--- src/rtl/tdot_pkg.sv ---
package tdot_pkg;

    localparam int DEF_OP_W  = 8;
    localparam int DEF_LANES = 10;
    localparam int DEF_COLS  = 2;
    localparam int DEF_ACC_W = 32;
    localparam int DEF_EXP_W = 8;

    // What the accumulator does with a valid column total
    typedef enum logic [1:0] {
        MODE_PASS = 2'd0,
        MODE_LOAD = 2'd1,
        MODE_ADD  = 2'd2
    } acc_mode_e;

    // Per-stage control that travels beside the datapath
    typedef struct packed {
        logic      valid;
        acc_mode_e mode;
    } ctl_t;

    // clear wins over accumulate
    function automatic acc_mode_e pick_mode(input logic clr, input logic acc);
        if (clr)      return MODE_LOAD;
        else if (acc) return MODE_ADD;
        else          return MODE_PASS;
    endfunction

    // levels of a binary reduction tree for n leaves
    function automatic int tree_depth(input int n);
        int d;
        d = 0;
        while ((1 << d) < n) d++;
        return d;
    endfunction

endpackage

--- src/rtl/tdot_mul_stage.sv ---
module tdot_mul_stage #(
    parameter int LANES = tdot_pkg::DEF_LANES,
    parameter int OP_W  = tdot_pkg::DEF_OP_W
) (
    input  logic                       clk,
    input  logic                       rst,
    input  logic [LANES*OP_W-1:0]      a_in,
    input  logic [LANES*OP_W-1:0]      b_in,
    output logic [LANES*2*OP_W-1:0]    prod_q
);
    localparam int PW = 2 * OP_W;

    logic [LANES*PW-1:0] prod_d;

    for (genvar i = 0; i < LANES; i++) begin : g_lane
        logic signed [PW-1:0] ea;
        logic signed [PW-1:0] eb;
        assign ea = {{OP_W{a_in[i*OP_W+OP_W-1]}}, a_in[i*OP_W +: OP_W]};
        assign eb = {{OP_W{b_in[i*OP_W+OP_W-1]}}, b_in[i*OP_W +: OP_W]};
        // full signed product fits in PW bits
        assign prod_d[i*PW +: PW] = ea * eb;
    end

    always_ff @(posedge clk) begin
        if (rst) prod_q <= '0;
        else     prod_q <= prod_d;
    end

endmodule

--- src/rtl/tdot_add_tree.sv ---
module tdot_add_tree #(
    parameter int N     = tdot_pkg::DEF_LANES,
    parameter int IN_W  = 2 * tdot_pkg::DEF_OP_W,
    parameter int OUT_W = tdot_pkg::DEF_ACC_W
) (
    input  logic                 clk,
    input  logic                 rst,
    input  logic [N*IN_W-1:0]    terms,
    output logic [OUT_W-1:0]     sum_q
);
    localparam int D     = tdot_pkg::tree_depth(N);
    localparam int P     = 1 << D;
    localparam int NODES = 2 * P - 1;

    // heap layout: root at 0, children of k at 2k+1 and 2k+2, leaves from P-1
    logic signed [OUT_W-1:0] node [NODES];

    for (genvar i = 0; i < P; i++) begin : g_leaf
        if (i < N) begin : g_used
            assign node[P-1+i] = OUT_W'(signed'(terms[i*IN_W +: IN_W]));
        end else begin : g_pad
            assign node[P-1+i] = '0;
        end
    end

    for (genvar k = 0; k < P - 1; k++) begin : g_add
        assign node[k] = node[2*k+1] + node[2*k+2];
    end

    always_ff @(posedge clk) begin
        if (rst) sum_q <= '0;
        else     sum_q <= node[0];
    end

endmodule

--- src/rtl/tdot_col_acc.sv ---
module tdot_col_acc #(
    parameter int ACC_W = tdot_pkg::DEF_ACC_W
) (
    input  logic                 clk,
    input  logic                 rst,
    input  logic                 v_in,
    input  tdot_pkg::acc_mode_e  mode,
    input  logic [ACC_W-1:0]     sum_in,
    input  logic [ACC_W-1:0]     cas_in,
    output logic [ACC_W-1:0]     acc_q
);
    import tdot_pkg::*;

    logic [ACC_W-1:0] total;
    assign total = sum_in + cas_in;

    always_ff @(posedge clk) begin
        if (rst) begin
            acc_q <= '0;
        end else if (v_in) begin
            unique case (mode)
                MODE_ADD: acc_q <= acc_q + total;
                default:  acc_q <= total;
            endcase
        end
    end

    a_r4_clear_load: assert property (@(posedge clk) disable iff (rst)
        (v_in && mode == MODE_LOAD) |=> acc_q == ACC_W'($past(sum_in) + $past(cas_in)));

    a_r5_accum_add: assert property (@(posedge clk) disable iff (rst)
        (v_in && mode == MODE_ADD) |=>
            acc_q == ACC_W'($past(acc_q) + $past(sum_in) + $past(cas_in)));

    a_r9_idle_hold: assert property (@(posedge clk) disable iff (rst)
        !v_in |=> $stable(acc_q));

endmodule

--- src/rtl/tdot_accum.sv ---
module tdot_accum #(
    parameter int COLS          = tdot_pkg::DEF_COLS,
    parameter int LANES_PER_COL = tdot_pkg::DEF_LANES,
    parameter int OP_W          = tdot_pkg::DEF_OP_W,
    parameter int ACC_W         = tdot_pkg::DEF_ACC_W,
    parameter int EXP_W         = tdot_pkg::DEF_EXP_W
) (
    input  logic                                 clk,
    input  logic                                 rst,
    input  logic                                 in_valid,
    input  logic                                 acc_en,
    input  logic                                 acc_clr,
    input  logic [COLS*LANES_PER_COL*OP_W-1:0]   a_vec,
    input  logic [COLS*LANES_PER_COL*OP_W-1:0]   b_vec,
    input  logic [EXP_W-1:0]                     blk_exp,
    input  logic [COLS*ACC_W-1:0]                cas_in,
    output logic                                 out_valid,
    output logic [COLS*ACC_W-1:0]                res,
    output logic [COLS*ACC_W-1:0]                cas_out,
    output logic [EXP_W-1:0]                     exp_out
);
    import tdot_pkg::*;

    localparam int COL_OPS = LANES_PER_COL * OP_W;
    localparam int PW      = 2 * OP_W;

    // control and exponent pipeline, aligned with product and tree stages
    ctl_t             ctl1, ctl2;
    logic [EXP_W-1:0] exp1, exp2;

    always_ff @(posedge clk) begin
        if (rst) begin
            ctl1      <= '0;
            ctl2      <= '0;
            exp1      <= '0;
            exp2      <= '0;
            exp_out   <= '0;
            out_valid <= 1'b0;
        end else begin
            ctl1.valid <= in_valid;
            ctl1.mode  <= pick_mode(acc_clr, acc_en);
            exp1       <= blk_exp;
            ctl2       <= ctl1;
            exp2       <= exp1;
            out_valid  <= ctl2.valid;
            if (ctl2.valid) exp_out <= exp2;
        end
    end

    for (genvar c = 0; c < COLS; c++) begin : g_col
        logic [LANES_PER_COL*PW-1:0] prod;
        logic [ACC_W-1:0]            col_sum;
        logic [ACC_W-1:0]            cas1, cas2;
        logic [ACC_W-1:0]            acc;

        always_ff @(posedge clk) begin
            if (rst) begin
                cas1 <= '0;
                cas2 <= '0;
            end else begin
                cas1 <= cas_in[c*ACC_W +: ACC_W];
                cas2 <= cas1;
            end
        end

        tdot_mul_stage #(.LANES(LANES_PER_COL), .OP_W(OP_W)) u_mul (
            .clk   (clk),
            .rst   (rst),
            .a_in  (a_vec[c*COL_OPS +: COL_OPS]),
            .b_in  (b_vec[c*COL_OPS +: COL_OPS]),
            .prod_q(prod)
        );

        tdot_add_tree #(.N(LANES_PER_COL), .IN_W(PW), .OUT_W(ACC_W)) u_tree (
            .clk  (clk),
            .rst  (rst),
            .terms(prod),
            .sum_q(col_sum)
        );

        tdot_col_acc #(.ACC_W(ACC_W)) u_acc (
            .clk   (clk),
            .rst   (rst),
            .v_in  (ctl2.valid),
            .mode  (ctl2.mode),
            .sum_in(col_sum),
            .cas_in(cas2),
            .acc_q (acc)
        );

        assign res[c*ACC_W +: ACC_W]     = acc;
        assign cas_out[c*ACC_W +: ACC_W] = acc;
    end

    a_r2_latency: assert property (@(posedge clk) disable iff (rst)
        out_valid |-> $past(in_valid, 3));

    a_r8_exp_hold: assert property (@(posedge clk) disable iff (rst)
        !ctl2.valid |=> $stable(exp_out));

    a_r9_res_hold: assert property (@(posedge clk) disable iff (rst)
        !ctl2.valid |=> $stable(res));

endmodule

--- config.mk ---
export PLATFORM = sky130hd
export DESIGN_NAME = tdot_accum
export DESIGN_NICKNAME = d
export VERILOG_FILES = /design/src/rtl/tdot_pkg.sv /design/src/rtl/tdot_mul_stage.sv /design/src/rtl/tdot_add_tree.sv /design/src/rtl/tdot_col_acc.sv /design/src/rtl/tdot_accum.sv
export SDC_FILE = /design/constraint.sdc
export NUM_CORES = 2
export LEC_CHECK = 0
export ABC_AREA = 0
export CAP_MARGIN = 10
export CORE_MARGIN = 2
export CORE_UTILIZATION = 70
export CTS_CLUSTER_DIAMETER = 150
export DETAILED_ROUTE_END_ITERATION = 8
export DONT_BUFFER_PORTS = 1
export PLACE_DENSITY_LB_ADDON = 0.15
export SLEW_MARGIN = 20
export SYNTH_ARGS = -nofsm -noshare
export SYNTH_HDL_FRONTEND = slang
export SYNTH_SLANG_ARGS = --single-unit
--- constraint.sdc ---
create_clock -name clk -period 14.79 [get_ports clk]
set_input_delay 4.437 -clock clk [delete_from_list [all_inputs] [get_ports clk]]
set_output_delay 4.437 -clock clk [all_outputs]
set_load 0.01 [all_outputs]
==> metrics <==
I/O Buffers 0; Routed WL per cell 18.6 µm; Via density 5.52; drt pass-1 iters 5; post-route setup TNS 0 ps; ANT nets after route 0; sequential fraction of the synthesis area 0.150; area of the core 111,000 µm²; synth unique cells 84; Worst Path Max Fanout 8; Final WS setup 6460 ps; Routed WL 183,000 µm; clk sinks 583; worst path cell trace and2_1 -> fa_1 -> inv_1 -> fa_1 -> fa_1 -> fa_1 -> inv_1 -> ha_1 -> nor2b_1 -> o21ai_0 -> a21boi_0 -> o21ai_0 -> a21boi_0 -> o21ai_0 -> nand2b_1 -> a21o_1 -> a21oi_1 -> xor2_1 -> nor2_1; Non-Filler Instances 9,837; total track usage 0.331; outcome complete, no violations; via count 54,287; CP Capture Type register; Slew Viols, Final 0; Critical Path RT 15,270 ps; hold path start g_col[1].cas1[6]$_SDFF_PP0_; num ports 534; Data arrival, critical path 8810 ps; CTS Root Cell clkbuf_16; Top cell by count, worst path fa_1; post-synthesis register bit count 583; Top Family by Delay on Critical Path adder cells; RR Startpoint g_col[0].u_mul.prod_q[97]$_SDFF_PP0_; Slew HR 0.281; Worst-path clk slew 70 ps; CTS Buf Count 68; ranking of synthesized cells by area fa_1 (35%), dfxtp_1 (15%), ha_1 (12%), inv_1 (8.5%), and2_1 (5.9%); First DRT Iteration DRCs 3,515; net total in the final layout 10,792; Final setup viols 0; crit path time final 8330 ps; average size of a mapped cell 9.29 µm²; share of the synthesized area in the top cell type 0.351; postcts setup bufs 0; Worst setup SP type primary input; top cell type by total area after synthesis fa_1; CP startpoint a_vec[139]; clk buf depth 3; CTS tree yes; first-pass GRT wire length 297,000 µm; Mapped Area about 80,000 µm²; Worst Max-Slew Pin Slew 1080 ps; post_cts resized 0; total grt overflow 0; most common cell in the netlist inv_1; Hold Path Class register to register; Post-synth EDFFs 0; clk_skew 51.5 ps; Initial Util 0.706; dpl hpwl 154,000 µm; fraction of registers with async set/reset 0; placed cells 9,695; Max Cap Viol 0; vias in the first global route ~56,000; Crit Path Category primary input to register; worst path buffer plus inverter count 2; final hold violations 0; DRC 0; antenna violations before repair 30; Area Growth Syn to Fin 4.36%; die width 338 µm; fin crit share 0.563; Worst path slowest cell fa_1; CTS Hold Bufs 0; routability cong. 0.966; largest net degree at the start of global routing between 500 and 600; share of layout cells above drive strength 1 0.0182; later-pin clock latency in the skew report about 670 ps; CTS H-tree lvls 3; die area 114,000 µm²; Die Span Y 338 µm; warnings from Yosys 0; Mapped Cells 8,393; slowest stage delay, CP 530 ps; Site Rows around 120; FILL cells 8,271; Syn Nets 10,908; fmax between 100 and 150 MHz; top_reg_cell synth dfxtp_1; synth cell count leaders inv_1 (1,772), fa_1 (1,368), ha_1 (750); RSZ-0062 raised after global routing false; Place WS 5940 ps
[layer usage]
layer,routed length [µm],vias up,global-route usage
li1,-,25313,-
met1,76800,27022,0.460
met2,83500,1676,0.520
met3,18200,258,0.0920
met4,4040,18,0.0744
met5,115,-,0
[logic make-up (layout without fill, tap and decap cells)]
| group | count (synthesis) | count (layout) | share of synthesized area |
|---|---|---|---|
| buf+inv | 1962 | 1900 | 0.0975 |
| mux | 20 | 20 | 0.00265 |
| simple gates | 2477 | 2477 | 0.165 |
| xor+xnor | 408 | 408 | 0.0459 |
| compound gates | 825 | 825 | 0.0681 |
| flops | 583 | 583 | 0.150 |
| fa+ha+maj | 2118 | 2118 | 0.472 |
| other cells | 0 | 18 | 0 |
[state kept, by name, indices dropped and copies added (netlist names)]
name                flops
g_col.u_tree.sum_q     40
exp1                    8
g_col.cas2             64
out_valid               1
g_col.u_acc.acc_q      64
g_col.u_mul.prod_q    320
exp2                    8
ctl2                    3
g_col.cas1             64
ctl1                    3
exp_out                 8
[cell usage in the layout (no fill, tap or decap), drive strengths merged, types with 51 or more instances in the layout]
cell type     n
inv        1778
fa         1368
ha          750
and2        738
dfxtp       583
nand2       547
nor2        465
nor2b       320
xnor2       302
a21oi       220
o21ai       202
nand2b      172
nor3        131
a21o        126
xor2        106
clkbuf       86
a21boi       51
[path summary, 6_finish.rpt]
| check | endpoint | slack [ps] | cells past startpoint |
|---|---|---|---|
| setup / recovery | g_col[1].u_mul.prod_q[126]$_SDFF_PP0_ | 6460 | 19 |
| hold / removal | g_col[1].cas2[6]$_SDFF_PP0_ | 430 | 1 |
| setup reg to reg | g_col[0].u_tree.sum_q[18]$_SDFF_PP0_ | 8780 | 19 |
| hold reg to reg | g_col[1].cas2[6]$_SDFF_PP0_ | 430 | 1 |
[area by class of cell]
type | instances | area, µm² | share of cell area
flip-flops and latches | 583 | 11700 | 0.143
clock inverters | 38 | 522 | 0.00641
well taps | 1488 | 1860 | 0.0229
repair buffers | 4 | 30.0 | 0.000369
clock buffers | 86 | 1880 | 0.0231
multi-input cells | 5848 | 58700 | 0.721
inverters | 1772 | 6650 | 0.0817
diodes | 18 | 45.0 | 0.000553
[per-stage QoR]
step	utilization	instance area (µm²)	hold WS [ps]
after global routing	0.736	81400	452
after global placement	0.714	78900	417
final	0.736	81400	432
after detailed placement	0.714	78900	420
after CTS	0.736	81300	431
after floorplan	-	78000	414
Power is not shown: default switching activity piles up to over one toggle a cycle in this logic, so the estimate is an artifact.
